===== src/rtl/panel_ctl_pkg.sv =====
package panel_ctl_pkg;
  localparam logic [7:0] A_DISP_EN = 8'h01;
  localparam logic [7:0] A_KEY_B   = 8'h03;
  localparam logic [7:0] A_IMG_CTL = 8'h10;
  localparam logic [7:0] A_XFORM   = 8'h11;
  localparam logic [7:0] A_RD_ADDR = 8'h40;
  localparam logic [7:0] A_CK_TRIG = 8'h54;
  localparam logic [7:0] A_CK_STAT = 8'h55;
  localparam logic [7:0] A_CK_VAL  = 8'h56;
  localparam logic [7:0] A_SPARE   = 8'h60;
  localparam logic [7:0] A_READY   = 8'h62;
  localparam logic [7:0] A_KEY_A   = 8'hAF;
  localparam logic [7:0] A_CTRL_ID = 8'hFF;

  localparam logic [7:0] M_DISP_EN = 8'h11;
  localparam logic [7:0] M_IMG_CTL = 8'hD7;
  localparam logic [7:0] M_XFORM   = 8'h7F;
  localparam logic [7:0] M_CK_TRIG = 8'h01;
  localparam logic [7:0] M_SPARE   = 8'h01;
  localparam logic [7:0] KEY_OPEN  = 8'hAA;

  typedef struct packed {
    logic       en;
    logic [7:0] addr;
    logic [7:0] data;
  } wr_op_t;

  typedef struct packed {
    logic on;
    logic ignore_in;
    logic cinv;
    logic hflip;
    logic rbsw;
    logic vflip;
    logic pairsw;
    logic ilace;
  } panel_cfg_t;
endpackage


===== src/rtl/pcr_read_seq.sv =====
module pcr_read_seq (
  input  logic       clk,
  input  logic       rst_n,
  input  logic       load,
  input  logic [7:0] load_addr,
  input  logic       step,
  output logic [7:0] cur_addr,
  output logic       data_phase
);
  logic [7:0] addr_q, addr_d;
  logic       phase_q, phase_d;
  logic       upd;

  always_comb begin
    addr_d  = addr_q;
    phase_d = phase_q;
    if (load) begin
      addr_d  = load_addr;
      phase_d = 1'b0;
    end else if (step) begin
      phase_d = ~phase_q;
      if (phase_q) addr_d = addr_q + 8'd1;
    end
  end

  assign upd = load | step;

  always_ff @(posedge clk or negedge rst_n) begin
    if (!rst_n) begin
      addr_q  <= '0;
      phase_q <= 1'b0;
    end else if (upd) begin
      addr_q  <= addr_d;
      phase_q <= phase_d;
    end
  end

  assign cur_addr   = addr_q;
  assign data_phase = phase_q;
endmodule


===== src/rtl/pcr_key_gate.sv =====
module pcr_key_gate
  import panel_ctl_pkg::*;
(
  input  logic   clk,
  input  logic   rst_n,
  input  wr_op_t wr,
  output logic   open_a,
  output logic   open_b
);
  logic a_q, a_d, b_q, b_d, hit;

  always_comb begin
    a_d = a_q;
    b_d = b_q;
    if (wr.en && wr.addr == A_KEY_A) a_d = (wr.data == KEY_OPEN);
    if (wr.en && wr.addr == A_KEY_B) b_d = (wr.data == KEY_OPEN);
  end

  assign hit = wr.en && (wr.addr == A_KEY_A || wr.addr == A_KEY_B);

  always_ff @(posedge clk or negedge rst_n) begin
    if (!rst_n) begin
      a_q <= 1'b0;
      b_q <= 1'b0;
    end else if (hit) begin
      a_q <= a_d;
      b_q <= b_d;
    end
  end

  assign open_a = a_q;
  assign open_b = b_q;
endmodule


===== src/rtl/pcr_init_timer.sv =====
module pcr_init_timer #(
  parameter int INIT_CYCLES = 1000
) (
  input  logic clk,
  input  logic rst_n,
  output logic done
);
  localparam int CW = $clog2(INIT_CYCLES + 2);
  localparam logic [CW-1:0] LIMIT = CW'(INIT_CYCLES);

  logic [CW-1:0] cnt_q, cnt_d;
  logic          run;

  assign run   = (cnt_q != LIMIT);
  assign cnt_d = cnt_q + 1'b1;

  always_ff @(posedge clk or negedge rst_n) begin
    if (!rst_n)   cnt_q <= '0;
    else if (run) cnt_q <= cnt_d;
  end

  assign done = ~run;
endmodule


===== src/rtl/pcr_regfile.sv =====
module pcr_regfile
  import panel_ctl_pkg::*;
#(
  parameter int         FA_BASE  = 'h50,
  parameter int         FA_DEPTH = 8,
  parameter logic [7:0] CTRL_ID  = 8'hC7
) (
  input  logic       clk,
  input  logic       rst_n,
  input  wr_op_t     wr,
  input  logic [7:0] rd_addr,
  input  logic       open_a,
  input  logic       open_b,
  input  logic       init_done,
  output logic [7:0] rd_val,
  output panel_cfg_t cfg
);
  localparam logic [8:0] FA_LO = 9'(FA_BASE);
  localparam logic [8:0] FA_HI = 9'(FA_BASE + FA_DEPTH);

  function automatic logic in_fa(input logic [7:0] a);
    return ({1'b0, a} >= FA_LO) && ({1'b0, a} < FA_HI);
  endfunction

  logic       wa_fa, ra_fa, std_wr;
  logic [7:0] wa_off, ra_off;

  assign wa_fa  = open_a && in_fa(wr.addr);
  assign ra_fa  = open_a && in_fa(rd_addr);
  assign wa_off = wr.addr - FA_LO[7:0];
  assign ra_off = rd_addr - FA_LO[7:0];
  assign std_wr = wr.en && !wa_fa;

  // factory set A storage
  logic [7:0] fa_v [FA_DEPTH];
  generate
    for (genvar g = 0; g < FA_DEPTH; g++) begin : g_fa
      logic [7:0] q;
      logic       we;
      assign we = wr.en && wa_fa && (wa_off == 8'(g));
      always_ff @(posedge clk or negedge rst_n) begin
        if (!rst_n)  q <= '0;
        else if (we) q <= wr.data;
      end
      assign fa_v[g] = q;
    end
  endgenerate

  // standard and set-B registers
  logic [7:0] disp_q, img_q, xf_q, trig_q, stat_q, ck_q, spare_q;
  logic [7:0] disp_d, img_d, xf_d, trig_d, stat_d, ck_d, spare_d;
  logic       fire;

  always_comb begin
    disp_d  = disp_q;
    img_d   = img_q;
    xf_d    = xf_q;
    trig_d  = trig_q;
    stat_d  = stat_q;
    ck_d    = ck_q;
    spare_d = spare_q;
    fire    = 1'b0;
    if (std_wr) begin
      case (wr.addr)
        A_DISP_EN: disp_d = wr.data & M_DISP_EN;
        A_IMG_CTL: if (open_b) img_d = wr.data & M_IMG_CTL;
        A_XFORM:   if (open_b) xf_d = wr.data & M_XFORM;
        A_CK_TRIG: begin
          trig_d = wr.data & M_CK_TRIG;
          fire   = wr.data[0] & ~trig_q[0];
        end
        A_SPARE:   spare_d = wr.data & M_SPARE;
        default: ;
      endcase
    end
    if (fire) begin
      ck_d   = disp_q ^ img_q ^ xf_q ^ spare_q ^ CTRL_ID;
      stat_d = 8'h01;
    end
  end

  always_ff @(posedge clk or negedge rst_n) begin
    if (!rst_n) begin
      disp_q  <= '0;
      img_q   <= '0;
      xf_q    <= '0;
      trig_q  <= '0;
      stat_q  <= '0;
      ck_q    <= '0;
      spare_q <= '0;
    end else if (std_wr) begin
      disp_q  <= disp_d;
      img_q   <= img_d;
      xf_q    <= xf_d;
      trig_q  <= trig_d;
      stat_q  <= stat_d;
      ck_q    <= ck_d;
      spare_q <= spare_d;
    end
  end

  always_comb begin
    rd_val = '0;
    if (ra_fa) begin
      for (int i = 0; i < FA_DEPTH; i++)
        if (ra_off == 8'(i)) rd_val = fa_v[i];
    end else begin
      case (rd_addr)
        A_DISP_EN: rd_val = disp_q;
        A_IMG_CTL: rd_val = open_b ? img_q : 8'h00;
        A_XFORM:   rd_val = open_b ? xf_q : 8'h00;
        A_CK_TRIG: rd_val = trig_q;
        A_CK_STAT: rd_val = stat_q;
        A_CK_VAL:  rd_val = ck_q;
        A_SPARE:   rd_val = spare_q;
        A_READY:   rd_val = {7'd0, init_done};
        A_CTRL_ID: rd_val = CTRL_ID;
        default:   rd_val = 8'h00;
      endcase
    end
  end

  assign cfg.on        = disp_q[4];
  assign cfg.ignore_in = disp_q[4] & disp_q[0];
  assign cfg.cinv      = img_q[0];
  assign cfg.hflip     = xf_q[0];
  assign cfg.rbsw      = xf_q[1];
  assign cfg.vflip     = xf_q[2];
  assign cfg.pairsw    = xf_q[3];
  assign cfg.ilace     = xf_q[4];
endmodule


===== src/rtl/panel_ctl_regif.sv =====
module panel_ctl_regif
  import panel_ctl_pkg::*;
#(
  parameter int         INIT_CYCLES = 1000,
  parameter int         FA_BASE     = 'h50,
  parameter int         FA_DEPTH    = 8,
  parameter logic [7:0] CTRL_ID     = 8'hC7
) (
  input  logic       clk,
  input  logic       rst_n,
  input  logic       wr_valid,
  input  logic       wr_start,
  input  logic [7:0] wr_data,
  input  logic       rd_next,
  output logic [7:0] rd_data,
  output logic       panel_on,
  output logic       panel_input_ignored,
  output logic       color_invert,
  output logic       hflip,
  output logic       rb_swap,
  output logic       vflip,
  output logic       pair_swap,
  output logic       interlace
);
  // reset: asynchronous assert, synchronous release
  logic [1:0] rs_q;
  logic       rst_i;
  always_ff @(posedge clk or negedge rst_n) begin
    if (!rst_n) rs_q <= '0;
    else        rs_q <= {rs_q[0], 1'b1};
  end
  assign rst_i = rs_q[1];

  // write pointer
  logic [7:0] ptr_q, ptr_d;
  always_comb begin
    ptr_d = ptr_q;
    if (wr_start) ptr_d = wr_data;
    else          ptr_d = ptr_q + 8'd1;
  end
  always_ff @(posedge clk or negedge rst_i) begin
    if (!rst_i)        ptr_q <= '0;
    else if (wr_valid) ptr_q <= ptr_d;
  end

  wr_op_t wr_op;
  assign wr_op.en   = wr_valid & ~wr_start;
  assign wr_op.addr = ptr_q;
  assign wr_op.data = wr_data;

  logic       rd_load, rd_phase, open_a, open_b, init_done;
  logic [7:0] rd_cur, rd_val;
  panel_cfg_t cfg;

  assign rd_load = wr_op.en && (ptr_q == A_RD_ADDR);

  pcr_read_seq u_seq (
    .clk(clk), .rst_n(rst_i), .load(rd_load), .load_addr(wr_data),
    .step(rd_next), .cur_addr(rd_cur), .data_phase(rd_phase)
  );

  pcr_key_gate u_keys (
    .clk(clk), .rst_n(rst_i), .wr(wr_op), .open_a(open_a), .open_b(open_b)
  );

  pcr_init_timer #(.INIT_CYCLES(INIT_CYCLES)) u_init (
    .clk(clk), .rst_n(rst_i), .done(init_done)
  );

  pcr_regfile #(.FA_BASE(FA_BASE), .FA_DEPTH(FA_DEPTH), .CTRL_ID(CTRL_ID)) u_regs (
    .clk(clk), .rst_n(rst_i), .wr(wr_op), .rd_addr(rd_cur),
    .open_a(open_a), .open_b(open_b), .init_done(init_done),
    .rd_val(rd_val), .cfg(cfg)
  );

  assign rd_data             = rd_phase ? rd_val : rd_cur;
  assign panel_on            = cfg.on;
  assign panel_input_ignored = cfg.ignore_in;
  assign color_invert        = cfg.cinv;
  assign hflip               = cfg.hflip;
  assign rb_swap             = cfg.rbsw;
  assign vflip               = cfg.vflip;
  assign pair_swap           = cfg.pairsw;
  assign interlace           = cfg.ilace;
endmodule


===== config.mk =====
export PLATFORM = sky130hd
export DESIGN_NAME = panel_ctl_regif
export DESIGN_NICKNAME = d
export VERILOG_FILES = /design/src/rtl/panel_ctl_pkg.sv /design/src/rtl/pcr_read_seq.sv /design/src/rtl/pcr_key_gate.sv /design/src/rtl/pcr_init_timer.sv /design/src/rtl/pcr_regfile.sv /design/src/rtl/panel_ctl_regif.sv
export SDC_FILE = /design/constraint.sdc
export NUM_CORES = 1
export LEC_CHECK = 0
export ABC_AREA = 1
export BUFFER_PORTS_ARGS = -buffer_cell sky130_fd_sc_hd__buf_2
export CAP_MARGIN = 25
export CORE_UTILIZATION = 62
export DETAILED_ROUTE_END_ITERATION = 8
export PLACE_DENSITY = 0.8
export SLEW_MARGIN = 25
export SYNTH_ARGS = -nofsm -noshare
export SYNTH_HDL_FRONTEND = slang
export SYNTH_SLANG_ARGS = --single-unit

===== constraint.sdc =====
create_clock -name clk -period 4.5 [get_ports clk]
set_input_delay 0.225 -clock clk [delete_from_list [all_inputs] [get_ports clk]]
set_output_delay 0.225 -clock clk [all_outputs]
set_load 0.1 [all_outputs]

==> run metrics <==
post-synthesis register bit count=between 100 and 150; total non-filler cell area in the finished layout=roughly 7300 um^2; area growth from synthesis to final layout=12.5%; core area=9950 um^2; Num CTS Buffers=17; Layout Skew=0.00799 ns; total vias in the final route=5,986; initial detailed-routing violation count=527; Power Total=3240 uW; CTS Sinks=121; crit path max fanout=14; clock latency of the later-clocked register in the worst-skew pair=0.54 ns; number of instances in the synthesized netlist=between 800 and 900; count of endpoints failing hold in the final timing report=0; net count after synthesis=a little under 900; Die Width=104 um; antenna violations before repair=0; Post-CTS Repair Setup Buffers=0; largest cells by area after synthesis=sky130_fd_sc_hd__dfrtp_1 (47%), sky130_fd_sc_hd__nand2_1 (14%), sky130_fd_sc_hd__o21ai_1 (6.5%); count of inserted antenna diode cells=0; total of buffers placed on input and output ports=28; stage delay of the slowest cell on the critical path=0.54 ns; num rows=36; net count reported at finish=899; largest area contributor in the netlist=sky130_fd_sc_hd__dfrtp_1; Worst setup SP type=register; required time at the worst-slack endpoint=between 4 and 5 ns; Worst Setup Slack post-DPL=roughly 1.4 ns; Worst Hold Launch=wr_data[5]; effective utilization at floorplan=0.651; maximum number of buffers from clock root to sink=2; Vias per Instance=about 5.9; first-pass GRT wire length=29,200 um; Tightest Hold Check Type=in -> reg; CP Class=reg -> out; library cell used as clock root buffer=sky130_fd_sc_hd__clkbuf_8; commonest register cell after synthesis=sky130_fd_sc_hd__dfrtp_1; final count of negative-setup-slack endpoints=0; clk slew on worst S/H paths=0.06 ns; Tmin final=3.77 ns; Leakage=0.00361 uW; Achievable Freq=~270 MHz; H-tree depth=4; Cell Area, Placed=around 6700 um^2; CP bufs+invs=3; final standard cell utilization of the core=0.733; Synth top area share=0.467; average detailed-routed wire length per instance=17.5 um; most used cell, CP=sky130_fd_sc_hd__nand2_1; max-cap check violation count=0; drc violations=0; overall global routing resource usage=0.353; quantity of hold-fixing buffers added after cts=6; total count of max-transition violations in the final report=0; weighted congestion reported at the end of routability-driven placement=0.912; async set-reset flop share out of synthesis=1.00; Tightest Pin Transition=0.691 ns; Reg-to-Reg Start=ptr_q[6]; Setup TNS=0 ns; vias in the first global route=5,808; Worst setup EP type=output pin; DIE AREA=~11,000 um^2; slowest cell on the critical path=sky130_fd_sc_hd__nand3_1; Setup crit start=u_seq.cur_addr[7]; worst IR drop on VDD=0.313 mV; unrepaired setup endpoints after global routing=false; Netlist cell types=38; slew margin rel.=0.539; DIE HEIGHT=104 um; crit-path cells=inv_2, nand2_1, nor2_2, nand3_1, inv_1, a21oi_1, nand2_1, nand2_1, nand2_1, nand2_1, a21oi_1, buf_2; number of synthesized flops with an enable pin=0; worst endpoint data arrival time=approximately 3.6 ns; cell family with the largest share of critical-path delay=simple AND/OR/NAND/NOR gates; post-synthesis sequential area ratio=0.467; CTS resizes=0; final worst-path setup slack=0.729 ns; TritonCTS clock tree=built; detailed placement HPWL=12,000 um; layout cells sized above 1=0.105; period utilisation layout=0.838; Synth Warn #=0; post-detailed-routing wire length=17,900 um; post-synthesis average cell area=7.62 um^2; I/O pins=29; overflow left after global routing=0; pin count of the biggest net entering global routing=81; cell area power density=444 nW/um^2; final antenna-violating net count=0; mapped cell area=6480 um^2; 1st-pass router iterations=5; run status=finished, final reports clean
worst reg2reg max path, stage by stage, from the launching register on:
cell and delay, ns:
sky130_fd_sc_hd__dfrtp_1 0.42, sky130_fd_sc_hd__inv_1 0.08, sky130_fd_sc_hd__nor2_1 0.18, sky130_fd_sc_hd__nand2_1 0.16, sky130_fd_sc_hd__nor3_1 0.52, sky130_fd_sc_hd__nand4_1 0.58, sky130_fd_sc_hd__nand2_1 0.21, sky130_fd_sc_hd__o21ai_1 0.09
metrics by stage:
step	instances	hold slack, ns
floorplan	851	-0.0706
global placement	983	0.00908
detailed placement	983	0.0143
CTS	1020	0.00137
global route	1021	0.0374
finish	1021	0.00967
synthesized netlist by cell type, types with 5 or more instances:
cell and count:
sky130_fd_sc_hd__nand4_1 7, sky130_fd_sc_hd__xor2_1 17, sky130_fd_sc_hd__nand3_1 44, sky130_fd_sc_hd__nor2_2 5
sky130_fd_sc_hd__dfrtp_1 121, sky130_fd_sc_hd__nand2_1 239, sky130_fd_sc_hd__buf_2 16, sky130_fd_sc_hd__nor2_1 61
sky130_fd_sc_hd__inv_1 83, sky130_fd_sc_hd__o22ai_1 5, sky130_fd_sc_hd__nand2_2 7, sky130_fd_sc_hd__o21ai_1 84
sky130_fd_sc_hd__a21oi_1 41, sky130_fd_sc_hd__nor3_1 13, sky130_fd_sc_hd__ha_1 10, sky130_fd_sc_hd__o21ai_0 32
sky130_fd_sc_hd__inv_2 12, sky130_fd_sc_hd__xnor2_1 5, sky130_fd_sc_hd__clkbuf_1 13
power breakdown:
part / internal [uW] / leakage (uW) / total, uW / switching, uW
clock: 768 / 0.000260 / 1250 / 482
combinational: 170 / 0.00174 / 644 / 474
sequential: 1200 / 0.00161 / 1340 / 138
total: 2140 / 0.00361 / 3240 / 1090
metal layers:
metal	vias up	part of all wire	global-route usage
met5	-	0	0
met4	0	0.042	0.173
met3	67	0.079	0.0984
met2	291	0.47	0.548
met1	2827	0.41	0.455
li1	2801	-	-
final cells by class:
type                            instances  area, um^2
Sequential cell                       121        3030
Clock inverter                          8        72.6
Inverter                               96         360
Tap cell                              133         166
Timing Repair Buffer                   36         235
Clock buffer                           23         467
Multi-Input combinational cell        604        2960
Fill cell                             787        2660
registers in the layout, summed over array words and instances (netlist names), 2 cells and up:
| signal | count |
|---|---|
| u_regs.xf_q | 7 |
| u_regs.g_fa.q | 64 |
| rs_q | 2 |
| u_seq.cur_addr | 8 |
| u_init.cnt_q | 10 |
| ptr_q | 8 |
| u_regs.img_q | 6 |
| u_regs.disp_q | 2 |
| u_regs.ck_q | 8 |
cells by family after synthesis:
logic type      synth area share
flops                      0.467
buf+inv                   0.0766
fa+ha+maj                 0.0193
xor+xnor                  0.0297
compound gates             0.144
other cells             0.000578
simple gates               0.261
mux                      0.00174
cells in the final DEF, fill, tap and decap left out, types with 2 or more instances in the layout:
cell / n
sky130_fd_sc_hd__inv_2: 12
sky130_fd_sc_hd__nand3_1: 44
sky130_fd_sc_hd__dlygate4sd3_1: 6
sky130_fd_sc_hd__o31ai_1: 3
sky130_fd_sc_hd__nand2_2: 7
sky130_fd_sc_hd__xnor2_1: 5
sky130_fd_sc_hd__nand3_2: 2
sky130_fd_sc_hd__clkbuf_16: 16
sky130_fd_sc_hd__buf_2: 28
sky130_fd_sc_hd__nor2_2: 5
sky130_fd_sc_hd__a21boi_0: 4
sky130_fd_sc_hd__nor3_1: 13
sky130_fd_sc_hd__inv_1: 83
sky130_fd_sc_hd__nor4_1: 4
sky130_fd_sc_hd__o21ai_1: 84
sky130_fd_sc_hd__or2_2: 4
sky130_fd_sc_hd__or2_1: 2
sky130_fd_sc_hd__a22oi_1: 2
sky130_fd_sc_hd__clkinv_2: 4
sky130_fd_sc_hd__nand4_1: 7
sky130_fd_sc_hd__clkinvlp_4: 3
sky130_fd_sc_hd__o21ai_0: 32
sky130_fd_sc_hd__nor2_1: 61
sky130_fd_sc_hd__o22ai_1: 5
sky130_fd_sc_hd__clkbuf_8: 4
sky130_fd_sc_hd__clkbuf_1: 3
sky130_fd_sc_hd__dfrtp_1: 120
sky130_fd_sc_hd__nand2_1: 239
sky130_fd_sc_hd__xor2_1: 17
sky130_fd_sc_hd__nand3b_1: 2
sky130_fd_sc_hd__o221ai_1: 3
sky130_fd_sc_hd__a21oi_1: 41
sky130_fd_sc_hd__ha_1: 10
final timing paths:
check / cells past startpoint / to / slack (ns)
max reg2reg: 7 / u_regs.ck_q[7] / 2.13
min reg2reg: 0 / u_regs.xf_q[4] / 0.26
min: 3 / u_seq.cur_addr[5] / 0.01
min in group asynchronous: 0 / u_regs.xf_q[4] / 0.26
max: 12 / rd_data[0] / 0.73
max in group asynchronous: 1 / u_regs.g_fa[2].q[2] / 3.38
No activity file was read; power rests on OpenSTA's default activity.
